===== config.mk =====
export PLATFORM = sky130hd
export DESIGN_NAME = thermal_heater_ctrl
export DESIGN_NICKNAME = d
export VERILOG_FILES = /design/src/rtl/hc_pkg.sv /design/src/rtl/hc_code_judge.sv /design/src/rtl/hc_frame_ctr.sv /design/src/rtl/thermal_heater_ctrl.sv
export SDC_FILE = /design/constraint.sdc
export NUM_CORES = 1
export LEC_CHECK = 0
export CAP_MARGIN = 20
export CELL_PAD_IN_SITES_DETAIL_PLACEMENT = 0
export CELL_PAD_IN_SITES_GLOBAL_PLACEMENT = 1
export CORE_MARGIN = 10
export CORE_UTILIZATION = 50
export DETAILED_ROUTE_END_ITERATION = 10
export DONT_BUFFER_PORTS = 1
export GPL_ROUTABILITY_DRIVEN = 0
export GPL_TIMING_DRIVEN = 0
export PLACE_DENSITY = 0.86
export REMOVE_ABC_BUFFERS = 1
export SETUP_SLACK_MARGIN = 0.4
export SLEW_MARGIN = 20
export SYNTH_ARGS = -nofsm -noshare
export SYNTH_HDL_FRONTEND = slang
export SYNTH_SLANG_ARGS = --single-unit

===== constraint.sdc =====
create_clock -name clk -period 10.04 [get_ports clk]
set_clock_uncertainty 0.05 [all_clocks]
set_input_delay 0.502 -clock clk [delete_from_list [all_inputs] [get_ports clk]]
set_output_delay 0.502 -clock clk [all_outputs]
set_load 0.03 [all_outputs]

===== src/rtl/hc_pkg.sv =====
package hc_pkg;
  typedef enum logic [1:0] {
    ST_IDLE = 2'd0,
    ST_ARM  = 2'd1,
    ST_HEAT = 2'd2,
    ST_COOL = 2'd3
  } hc_state_e;
endpackage


===== src/rtl/hc_code_judge.sv =====
// Compares a live temperature code with the captured baseline.
module hc_code_judge #(
  parameter int CODE_W = 4,
  parameter int RISE   = 2
) (
  input  logic [CODE_W-1:0] code,
  input  logic [CODE_W-1:0] base,
  output logic              reached,
  output logic              at_top
);
  localparam int EW = CODE_W + 2;
  localparam logic [CODE_W-1:0] CODE_TOP = '1;

  // Widened compare so that base+RISE past the scale top never wraps.
  assign reached = (EW'(code) >= (EW'(base) + EW'(RISE)));
  assign at_top  = (code == CODE_TOP);
endmodule


===== src/rtl/hc_frame_ctr.sv =====
// Saturating frame counter, cleared on every controller state change.
module hc_frame_ctr #(
  parameter int W = 8
) (
  input  logic         clk,
  input  logic         rst_n,
  input  logic         clr,
  input  logic         inc,
  output logic [W-1:0] cnt
);
  localparam logic [W-1:0] CMAX = '1;

  always_ff @(posedge clk) begin
    if (!rst_n || clr)            cnt <= '0;
    else if (inc && cnt != CMAX)  cnt <= cnt + 1'b1;
  end

  // the counter moves by at most one per cycle and only when told to
  p_ctr_hold_r7: assert property (@(posedge clk) disable iff (!rst_n)
    (!clr && !inc) |=> $stable(cnt));
endmodule


===== src/rtl/thermal_heater_ctrl.sv =====
module thermal_heater_ctrl
  import hc_pkg::*;
#(
  parameter int CODE_W = 4,
  parameter int RISE   = 2,
  parameter int TMO_W  = 8,
  parameter int COOL_W = 8
) (
  input  logic              clk,
  input  logic              rst_n,
  input  logic              nap,
  input  logic              low_contrast,
  input  logic              tcode_valid,
  output logic              tcode_ready,
  input  logic [CODE_W-1:0] tcode,
  input  logic [TMO_W-1:0]  cfg_timeout,
  input  logic [COOL_W-1:0] cfg_cooldown,
  output logic              heat_en,
  output logic              fault
);
  localparam int CNT_W = (TMO_W > COOL_W) ? TMO_W : COOL_W;
  localparam int LW    = CNT_W + 1;

  hc_state_e         state_q, state_d;
  logic [CODE_W-1:0] base_q;
  logic              fault_q;
  logic              fault_set, base_cap;
  logic              reached, at_top;
  logic [CNT_W-1:0]  cnt;
  logic              cnt_clr, cnt_inc;
  logic [LW-1:0]     tmo_lim;
  logic              expire, cool_done;

  hc_code_judge #(.CODE_W(CODE_W), .RISE(RISE)) u_judge (
    .code    (tcode),
    .base    (base_q),
    .reached (reached),
    .at_top  (at_top)
  );

  hc_frame_ctr #(.W(CNT_W)) u_ctr (
    .clk   (clk),
    .rst_n (rst_n),
    .clr   (cnt_clr),
    .inc   (cnt_inc),
    .cnt   (cnt)
  );

  // Budget of heated frames; zero behaves as one.
  assign tmo_lim   = (cfg_timeout == '0) ? LW'(1) : LW'(cfg_timeout);
  assign expire    = ((LW'(cnt) + LW'(1)) >= tmo_lim);
  assign cool_done = (cnt >= CNT_W'(cfg_cooldown));

  always_comb begin
    state_d   = state_q;
    fault_set = 1'b0;
    base_cap  = 1'b0;
    if (nap) begin
      state_d = ST_IDLE;
    end else begin
      unique case (state_q)
        ST_IDLE: if (low_contrast) state_d = ST_ARM;
        ST_ARM: if (tcode_valid) begin
          base_cap = 1'b1;
          state_d  = at_top ? ST_COOL : ST_HEAT;
        end
        ST_HEAT: if (tcode_valid) begin
          if (reached || at_top) begin
            state_d = ST_COOL;
          end else if (expire) begin
            state_d   = ST_COOL;
            fault_set = 1'b1;
          end
        end
        ST_COOL: if (cool_done) state_d = ST_IDLE;
        default: state_d = ST_IDLE;
      endcase
    end
  end

  assign cnt_clr = (state_d != state_q);
  assign cnt_inc = tcode_valid && ((state_q == ST_HEAT) || (state_q == ST_COOL));

  always_ff @(posedge clk) begin
    if (!rst_n) begin
      state_q <= ST_IDLE;
      base_q  <= '0;
      fault_q <= 1'b0;
    end else begin
      state_q <= state_d;
      if (base_cap)  base_q  <= tcode;
      if (fault_set) fault_q <= 1'b1;
    end
  end

  assign heat_en     = (state_q == ST_HEAT) && !nap;
  assign fault       = fault_q;
  assign tcode_ready = 1'b1;

  // a baseline below the top turns the heater on next cycle
  p_heat_after_base_r2: assert property (@(posedge clk) disable iff (!rst_n)
    (state_q == ST_ARM && tcode_valid && !at_top && !nap) |=> (heat_en || nap));
  // a code at baseline+2 or above ends heating
  p_stop_on_rise_r3: assert property (@(posedge clk) disable iff (!rst_n)
    (heat_en && tcode_valid && reached) |=> !heat_en);
  // a saturated-high baseline never starts heating
  p_top_base_r4: assert property (@(posedge clk) disable iff (!rst_n)
    (state_q == ST_ARM && tcode_valid && at_top) |=> !heat_en);
  // a fault appears only as heating ends
  p_fault_off_r5: assert property (@(posedge clk) disable iff (!rst_n)
    $rose(fault) |-> !heat_en);
  // fault is sticky
  p_fault_sticky_r6: assert property (@(posedge clk) disable iff (!rst_n)
    fault |=> fault);
  // no heating straight out of cooldown
  p_cool_quiet_r7: assert property (@(posedge clk) disable iff (!rst_n)
    (state_q == ST_COOL) |=> !heat_en);
  // nap sends the controller to idle
  p_nap_idle_r8: assert property (@(posedge clk) disable iff (!rst_n)
    nap |=> (state_q == ST_IDLE));
endmodule


==> results of run 1 <==
final cells by class:
| type | instances | area (um^2) |
|---|---|---|
| inverters | 20 | 75.1 |
| clock buffers | 3 | 22.5 |
| fillers | 261 | 1290 |
| well taps | 31 | 38.8 |
| multi-input cells | 138 | 1050 |
| flip-flops and latches | 15 | 300 |
| clock inverters | 1 | 5.00 |
through the flow:
step	hold WS, ns	cell area [um^2]	total power [mW]
finish	0.273	1490	0.112
global placement	0.457	1460	0.0755
floorplan	0.437	1420	0.0734
detailed placement	0.471	1460	0.0766
global route	0.255	1490	0.120
CTS	0.265	1490	0.113
flip-flops by register name (all words and copies together) (netlist names):
| register | count |
|---|---|
| u_ctr.cnt | 8 |
| base_q | 4 |
| state_q | 2 |
| fault | 1 |
logic make-up after synthesis:
group,Yosys count
adders and majority gates,22
muxes,7
AOI/OAI and AO/OA,37
and+or+nand+nor,60
xor gates and xnor gates,11
other,1
buffers and inverters,26
DFF,15
layout by cell type, fill, tap and decap left out, drive strengths merged, types with 3 or more instances in the layout:
| cell | instances |
|---|---|
| a21oi | 5 |
| inv | 20 |
| and3 | 3 |
| nand3 | 8 |
| xor2 | 4 |
| nand2 | 9 |
| nand2b | 3 |
| o41ai | 8 |
| nor2 | 9 |
| o21ai | 10 |
| nor2b | 7 |
| or4 | 4 |
| clkbuf | 3 |
| nor3 | 9 |
| xnor2 | 7 |
| mux2i | 7 |
| dfxtp | 15 |
| ha | 22 |
per-layer routing:
layer | part of all wire (%) | GRT usage (%) | wire, um
met1 | 46 | 15.4 | 1460
met4 | 0.91 | 3.73 | 29
met3 | 6.3 | 4.12 | 202
met2 | 47 | 19.4 | 1490
met5 | 0 | 0 | 0
worst min-delay path by stage:
stage | to | slack [ns] | from
final | fault | 0.27 | rst_n
after global routing | fault | 0.26 | rst_n
after CTS | fault | 0.27 | rst_n
after detailed placement | base_q[0] | 0.47 | base_q[0]
after global placement | base_q[0] | 0.46 | base_q[0]
after floorplan | base_q[0] | 0.44 | base_q[0]
power breakdown:
part	switching, mW	internal, mW	total [mW]
registers	0.000758	0.0600	0.0608
logic	0.00883	0.00561	0.0144
clock network	0.0215	0.0149	0.0364
total	0.0311	0.0805	0.112
==> impl_metrics.tcl, run 1 <==
set metrics [dict create \
    status "finished clean" \
    cp_num_buf_inv 0 \
    drv_slew 0 \
    rows 19 \
    avgSynthCellArea_um2 8.14 \
    crit_family "simple AND/OR/NAND/NOR gates" \
    leakage_nw 0.629 \
    crit_start "u_ctr.cnt[0]" \
    vdd.ir_drop.worst_mv 0.0782 \
    cts.htree.levels 1 \
    vias 1254 \
    antenna_cells 0 \
    tritoncts "done" \
    die_area_um2 5470 \
    final_util_pct 53.5 \
    synthesis.instances 179 \
    synth_most_common_cell "ha_1" \
    crit_top_cell "ha_1" \
    drc_errors 0 \
    dp_hpwl_mm 2.61 \
    worstHoldPathType "in -> reg" \
    timing.final.crit_share_pct 34.8 \
    totalWireLength_mm 3.19 \
    cp.depth 11 \
    ys_ff_latch 15 \
    cp-start-kind "flop" \
    synth_area_leader_cell "dfxtp_1" \
    grt_setup_unrepaired "false" \
    timing.rr.start "u_ctr.cnt[0]" \
    grt-ovfl-total 0 \
    hold_buffers 0 \
    grt_pass1_vias 1206 \
    synthArstFlopShare_pct 0 \
    cts_buffer_depth 2 \
    worst_path_largest_cell_delay_ns 0.53 \
    core_um2 2780 \
    crit_path_top_delay_cell "or4_1" \
    criticalPathCategory "reg -> reg" \
    cts-resized-gates 0 \
    nNetsFinal 225 \
    antenna_found_initial 0 \
    numCtsBuffers 3 \
    synth_edf_count 0 \
    fin_crit_ns 3.49 \
    synth.mux.area_fraction_pct 4.81 \
    synth-warning-count 0 \
    clock_sinks 15 \
    hold_depth 1 \
    worstSetupEndpoint "u_ctr.cnt[5]" \
    synth_seq_area_share_pct 20.6 \
    drive_gt1_share_pct 3.95 \
    routedWlPerCell_um 15.3 \
    synth-adder-area-share_pct 18.9 \
    finalSetupViolCount 0 \
    worstPathRequired_ns 10.19 \
    via_per_inst 6.03 \
    r2r_end "u_ctr.cnt[5]" \
    firstDrtPassIters 4 \
    setup_slack_ns 6.55 \
    ant_nets 0 \
    ys_types 39 \
    synth_area_um2 1460 \
    synth_compound_area_share_pct 18.2 \
    yosys.area_share.simple_pct 23.1 \
    slew_headroom_pct 35.2 \
    grt_max_degree 14 \
    drt_iter0_drc 142 \
    yosys-top-cells-area "dfxtp_1 21%, ha_1 19%, inv_1 5.2%, mux2i_1 4.8%, o41ai_1 4.8%" \
    grt_pass1_wl_mm 5.41 \
    ff2ff_setup_slack_ns 6.55 \
    die_x_um 74.0 \
    cp_max_fo 13 \
    pin_count 28 \
    start_util_pct 52.4 \
    clk_pin_slew_ns 0.10 \
    post_cts_buffers 0 \
    ff2ff_path_depth 11 \
    path_cells "ha_1 > and4_1 > nand2_1 > xnor2_1 > ha_1 > a21o_1 > a21oi_1 > or4b_4 > o31a_1 > or4_1 > o41ai_1" \
    maxCapViolCount 0 \
    cts-root-buf "clkbuf_4" \
    critPathCaptureType "flop" \
    yosys.area_share.xor_xnor_pct 6.62 \
    die_y_um 74.0 \
    worst_slew_pin_slew_ns 0.969 \
    crit_arrival_ns 3.64 \
    synth_top_family_by_area "simple AND/OR/NAND/NOR gates" \
    post-place-cells 204 \
    grt_use_total_pct 12.3 \
    fmax_mhz 286 \
    p_per_area_nw_per_um2 74.9 \
    stdcell_count 208 \
    final.setup.tns_ns 0 \
    area_delta_synth_final_pct 2.23 \
    synthTopCellsByCount "22 x ha_1, 20 x inv_1, 15 x dfxtp_1, 10 x o21ai_0" \
    synthFlopType "dfxtp_1" \
    io_buffers 0 \
    clock_latency_ns 0.30 \
    dp_slack_ns 6.58 \
    yosysTopAreaCellShare_pct 20.6 \
    finalHoldViolations 0 \
]
Note: power is estimated with default switching activity, not from simulation.
==> run 2, diff against run 1 <==
--- a/config.mk
+++ b/config.mk
@@ -9,12 +9,12 @@
 export CELL_PAD_IN_SITES_DETAIL_PLACEMENT = 0
 export CELL_PAD_IN_SITES_GLOBAL_PLACEMENT = 1
 export CORE_MARGIN = 10
-export CORE_UTILIZATION = 50
+export CORE_UTILIZATION = 42
 export DETAILED_ROUTE_END_ITERATION = 10
 export DONT_BUFFER_PORTS = 1
 export GPL_ROUTABILITY_DRIVEN = 0
 export GPL_TIMING_DRIVEN = 0
-export PLACE_DENSITY = 0.86
+export PLACE_DENSITY = 0.77
 export REMOVE_ABC_BUFFERS = 1
 export SETUP_SLACK_MARGIN = 0.4
 export SLEW_MARGIN = 20
==> constraint.sdc (replaced) <==
create_clock -name clk -period 3 [get_ports clk]
set_clock_uncertainty 0.05 [all_clocks]
set_input_delay 0.15 -clock clk [delete_from_list [all_inputs] [get_ports clk]]
set_output_delay 0.15 -clock clk [all_outputs]
set_load 0.03 [all_outputs]
==> run 2 against run 1 <==
Net effect: worst setup slack got worse by 6.5 ns; maximum frequency rose by 17%; core utilization fell by 1.9 points; sequential cell count did not move; non-clock buffer count rose by 8; worst hold slack got worse by 0.26 ns; count of clock-buffer cells in the layout rose by 1; clock power rose to 3.2 times the previous value; routed wire length rose by 7.4%.
==> impl_metrics.tcl, run 2 (synthesized netlist as in run 1, its figures left out) <==
set metrics [dict create \
    clock_sinks 15 \
    critPathCaptureType "flop" \
    antenna_cells 0 \
    drt_iter0_drc 92 \
    intPower_mw 0.272 \
    slew_headroom_pct 34.9 \
    grt_use_total_pct 10.7 \
    ff2ff_setup_slack_ns 0.004 \
    crit_start "u_ctr.cnt[1]" \
    firstDrtPassIters 4 \
    clock_latency_ns 0.29 \
    fill_cells 327 \
    pin_count 28 \
    fin_crit_ns 3.00 \
    start_util_pct 43.6 \
    r2r_end "u_ctr.cnt[7]" \
    worst_slew_pin_slew_ns 0.974 \
    p_sw_mw 0.104 \
    rows 21 \
    setup_slack_ns 0.00423 \
    crit_path_top_delay_cell "or4b_4" \
    timing.final.crit_share_pct 99.9 \
    core_um2 3340 \
    cts-root-buf "clkbuf_4" \
    worstPathRequired_ns 3.14 \
    routedWlPerCell_um 14.8 \
    nNetsFinal 233 \
    ant_nets 0 \
    clock_power_share_pct 31.0 \
    crit_arrival_ns 3.14 \
    most-common-layout-cells "21 x ha_1, 20 x inv_1, 10 x dfxtp_1" \
    grt_setup_unrepaired "true" \
    reg_top3 "u_ctr.cnt (8), base_q (4), state_q (2)" \
    power.sequential.fraction_pct 53.4 \
    dp_hpwl_mm 2.63 \
    sw_frac_of_total_pct 27.6 \
    grt_pass1_vias 1295 \
    comb_power_share_pct 15.6 \
    ff2ff_path_depth 11 \
    totalWireLength_mm 3.43 \
    p_per_area_nw_per_um2 218 \
    tritoncts "done" \
    finalHoldViolations 0 \
    multi_input_area_um2 1180 \
    dp_slack_ns -0.461 \
    hp-start "tcode[0]" \
    drv_slew 0 \
    power.total_mw 0.376 \
    numCtsBuffers 3 \
    die_y_um 78.9 \
    drive_gt1_share_pct 20.0 \
    final_common_cell "ha_1" \
    cp_max_fo 6 \
    clk_pin_slew_ns 0.09 \
    grt_pass1_wl_mm 5.70 \
    final.setup.tns_ns 0 \
    area_delta_synth_final_pct 18.2 \
    die_x_um 78.9 \
    vias 1292 \
    grt_max_degree 14 \
    regMostFlops "u_ctr.cnt" \
    worstSetupEndpoint "u_ctr.cnt[7]" \
    drc_errors 0 \
    status "finished clean" \
    finalSetupViolCount 0 \
    cts_buffer_depth 2 \
    timing.rr.start "u_ctr.cnt[1]" \
    worst_path_largest_cell_delay_ns 0.48 \
    worstHoldPathType "in -> reg" \
    cp-start-kind "flop" \
    cts.htree.levels 1 \
    die_area_um2 6220 \
    path_cells "ha_4 > and4_4 > nand2_4 > xnor2_2 > ha_1 > a21o_1 > a21oi_2 > or4b_4 > o31a_1 > or4_4 > o41ai_2" \
    io_buffers 0 \
    fmax_mhz 334 \
    vdd.ir_drop.worst_mv 0.189 \
    final-seq-area_um2 314 \
    via_per_inst 5.59 \
    leakage_nw 0.735 \
    grt-ovfl-total 0 \
    largest_reg_flops 8 \
    antenna_found_initial 0 \
    criticalPathCategory "reg -> reg" \
    maxCapViolCount 0 \
]
-- run 2: power by group through the flow --
stage          Clock (mW)  Sequential [mW]  Combinational [mW]
5_1_grt             0.128            0.201              0.0670
3_3_place_gp            0            0.208              0.0453
4_1_cts             0.123            0.202              0.0556
3_5_place_dp            0            0.208              0.0473
6_report            0.117            0.201              0.0588
2_1_floorplan           0            0.207              0.0384
-- run 2: area by class of cell --
class / instances / share of cell area, %
flip-flops and latches: 15 / 18.2
repair buffers: 8 / 4.14
well taps: 46 / 3.34
clock buffers: 4 / 1.53
multi-input cells: 138 / 68.4
inverters: 20 / 4.36
-- run 2: worst min-delay path by stage --
stage / to / slack [ns] / cells past startpoint
after floorplan: fault / 0.23 / 1
after global placement: base_q[3] / 0.23 / 1
after detailed placement: state_q[0] / 0.24 / 1
after CTS: state_q[1] / 0.006 / 2
after global routing: base_q[0] / 0.02 / 2
final: base_q[0] / 0.01 / 2
-- run 2: routing by layer --
| metal | global-route usage, % | part of all wire [%] | vias to the layer above | routed length (um) |
|---|---|---|---|---|
| met5 | 0 | 0 | - | 0 |
| met4 | 1.79 | 0.50 | 0 | 17 |
| met3 | 3.38 | 4.2 | 4 | 143 |
| met2 | 18.6 | 51 | 16 | 1730 |
| met1 | 12.8 | 45 | 609 | 1530 |
| li1 | - | - | 663 | - |
-- run 2: repair_timing --
item | CTS | global route
resized for setup | 27 | 11
endpoints found under the setup margin | 10 | 10
hold endpoints to repair | 7 | 0
pin swaps | 14 | 3
hold buffers | 3 | 0
setup buffers | 5 | 0
-- run 2: metrics by stage --
stage                     instance area (um^2)  hold WS [ns]  utilization [%]  std cells
after floorplan                           1420         0.228                -        173
after global placement                    1480         0.233             44.4        219
after detailed placement                  1480         0.238             44.4        219
after CTS                                 1670       0.00556             50.1        231
after global routing                      1720        0.0229             51.6        231
final                                     1720        0.0122             51.6        231
-- run 2: worst max-delay path, delay by kind of cell, from the launching register on --
family,cells,cell delay [ns]
xor+xnor,1,0.15
simple gates,4,1.22
fa+ha+maj,2,0.43
flops,1,0.38
compound gates,4,0.67
==> run 3, diff against run 2 <==
--- a/config.mk
+++ b/config.mk
@@ -5,16 +5,16 @@
 export SDC_FILE = /design/constraint.sdc
 export NUM_CORES = 1
 export LEC_CHECK = 0
+export BUFFER_PORTS_ARGS = -buffer_cell sky130_fd_sc_hd__buf_2
 export CAP_MARGIN = 20
 export CELL_PAD_IN_SITES_DETAIL_PLACEMENT = 0
 export CELL_PAD_IN_SITES_GLOBAL_PLACEMENT = 1
 export CORE_MARGIN = 10
-export CORE_UTILIZATION = 42
+export CORE_UTILIZATION = 37
 export DETAILED_ROUTE_END_ITERATION = 10
-export DONT_BUFFER_PORTS = 1
 export GPL_ROUTABILITY_DRIVEN = 0
 export GPL_TIMING_DRIVEN = 0
-export PLACE_DENSITY = 0.77
+export PLACE_DENSITY = 0.78
 export REMOVE_ABC_BUFFERS = 1
 export SETUP_SLACK_MARGIN = 0.4
 export SLEW_MARGIN = 20
==> run 3 against run 2 <==
Net effect: the flow now finishes with violations (negative setup slack); non-clock buffer count increased by 25; core utilization decreased by 3.7 points; first-iteration DRC count down 8.7%; critical path depth unchanged; via count grew 4.0%; largest cell class unchanged; sequential power hardly changed; total power is 16% higher; maximum frequency decreased by 1.9%; sequential cell count unchanged; worst setup slack worse by 0.059 ns.
==> impl_metrics.tcl, run 3 (synthesized netlist as in run 1, its figures left out) <==
set metrics [dict create \
    firstDrtPassIters 4 \
    regMostFlops "u_ctr.cnt" \
    timing.final.crit_share_pct 102 \
    antenna_cells 0 \
    antenna_found_initial 0 \
    failed_checks "negative setup slack" \
    ff2ff_path_depth 11 \
    worstHoldPathType "in -> reg" \
    cp_max_fo 7 \
    start_util_pct 38.9 \
    hold_buffers 0 \
    nNetsFinal 258 \
    fill_cells 394 \
    grt_pass1_wl_mm 5.51 \
    grt_max_degree 14 \
    finalInstanceArea_um2 1790 \
    comb_power_share_pct 16.5 \
    drive_gt1_share_pct 26.7 \
    routedWlPerCell_um 13.1 \
    crit_family "simple AND/OR/NAND/NOR gates" \
    worst_path_largest_cell_delay_ns 0.49 \
    clk_pin_slew_ns 0.06 \
    io_buffers 26 \
    leakage_nw 0.808 \
    most-common-layout-cells "26 x buf_2, 21 x ha_1, 20 x inv_1" \
    totalWireLength_mm 3.37 \
    worst_slew_pin_slew_ns 0.763 \
    grt-ovfl-total 0 \
    maxCapViolCount 0 \
    die_x_um 82.7 \
    criticalPathCategory "reg -> reg" \
    power.sequential.fraction_pct 46.4 \
    finalHoldViolations 0 \
    via_per_inst 5.21 \
    vdd.ir_drop.worst_mv 0.240 \
    cp.depth 11 \
    holdWs_ns 0.151 \
    reg_top3 "u_ctr.cnt (8), base_q (4), state_q (2)" \
    cp-start-kind "flop" \
    hold_depth 3 \
    rows 22 \
    grt_use_total_pct 9.76 \
    p_sw_mw 0.111 \
    fin_crit_ns 3.05 \
    drc_errors 0 \
    grt_setup_unrepaired "true" \
    grt_pass1_vias 1233 \
    placed_area_um2 1610 \
    worstPathRequired_ns 3.09 \
    path_cells "ha_4 > and4_4 > nand2_2 > xnor2_1 > ha_1 > a21o_1 > a21oi_2 > or4b_4 > o31a_1 > or4_1 > o41ai_1" \
    die_y_um 82.7 \
    crit_path_top_delay_cell "or4b_4" \
    core_um2 3740 \
    intPower_mw 0.324 \
    stdcell_count 258 \
    slew_headroom_pct 48.5 \
    drt_iter0_drc 84 \
    area_delta_synth_final_pct 23.1 \
    cts.htree.levels 1 \
    dp_hpwl_mm 2.69 \
    die_area_um2 6850 \
    pin_count 28 \
    sw_frac_of_total_pct 25.5 \
    critPathCaptureType "flop" \
    crit_arrival_ns 3.14 \
    tritoncts "done" \
    final_common_cell "buf_2" \
    clock_power_share_pct 37.1 \
    clock_latency_ns 0.24 \
    p_per_area_nw_per_um2 243 \
    ant_nets 0 \
    finalSetupViolCount 1 \
    fmax_mhz 327 \
    clock_sinks 15 \
    drv_slew 0 \
    status "complete, but fails checks" \
    cp_num_buf_inv 0 \
    cts_buffer_depth 2 \
    post-place-cells 247 \
    numCtsBuffers 3 \
    vias 1344 \
    largest_reg_flops 8 \
    cts-root-buf "clkbuf_8" \
    setup_slack_ns -0.0544 \
]
==> run 3: final cells by class <==
type | count | area (um^2) | share of cell area (%)
multi-input cells | 138 | 1120 | 62.4
repair buffers | 33 | 183 | 10.2
clock buffers | 4 | 45.0 | 2.51
well taps | 48 | 60.1 | 3.35
inverters | 20 | 75.1 | 4.19
flip-flops and latches | 15 | 312 | 17.4
==> run 3: path summary, 6_finish.rpt <==
path,startpoint,to,slack [ns]
hold / removal,tcode[3],base_q[3],0.15
setup / recovery,u_ctr.cnt[1],u_ctr.cnt[7],-0.05
hold reg to reg,base_q[0],base_q[0],0.48
setup reg to reg,u_ctr.cnt[1],u_ctr.cnt[7],-0.05
==> run 3: timing repair <==
item,in CTS,in global routing
setup buffers,6,1
pin swaps,8,2
resized for setup,11,14
setup endpoints to repair,10,9
==> run 3: stage by stage <==
stage	worst slack (ns)	TNS (ns)	util [%]	total power, mW
after detailed placement	-0.503	-3.39	43.1	0.275
final	-0.0544	-0.0544	47.9	0.435
after global placement	-0.516	-3.52	43.1	0.275
after global routing	-0.177	-1.01	47.9	0.457
after floorplan	-0.152	-0.575	-	0.246
after CTS	-0.119	-0.566	46.3	0.435
==> run 3: power groups by stage <==
stage | sequential [mW] | combinational, mW | clock [mW]
floorplan | 0.207 | 0.0384 | 0
global placement | 0.208 | 0.0667 | 0
detailed placement | 0.208 | 0.0674 | 0
CTS | 0.202 | 0.0687 | 0.164
global route | 0.202 | 0.0816 | 0.173
finish | 0.202 | 0.0717 | 0.161
==> run 3: metal layers <==
layer / part of all wire (%) / GRT usage, % / vias to the layer above
li1: - / - / 717
met1: 48 / 12.9 / 606
met2: 46 / 15.7 / 19
met3: 5.0 / 2.59 / 2
met4: 0.39 / 1.51 / 0
met5: 0 / 0 / -
==> run 3: tightest hold or removal path, cell delays in order <==
cell and delay [ns]:
buf_2 0.10, mux2i_1 0.06, nor2b_1 0.09
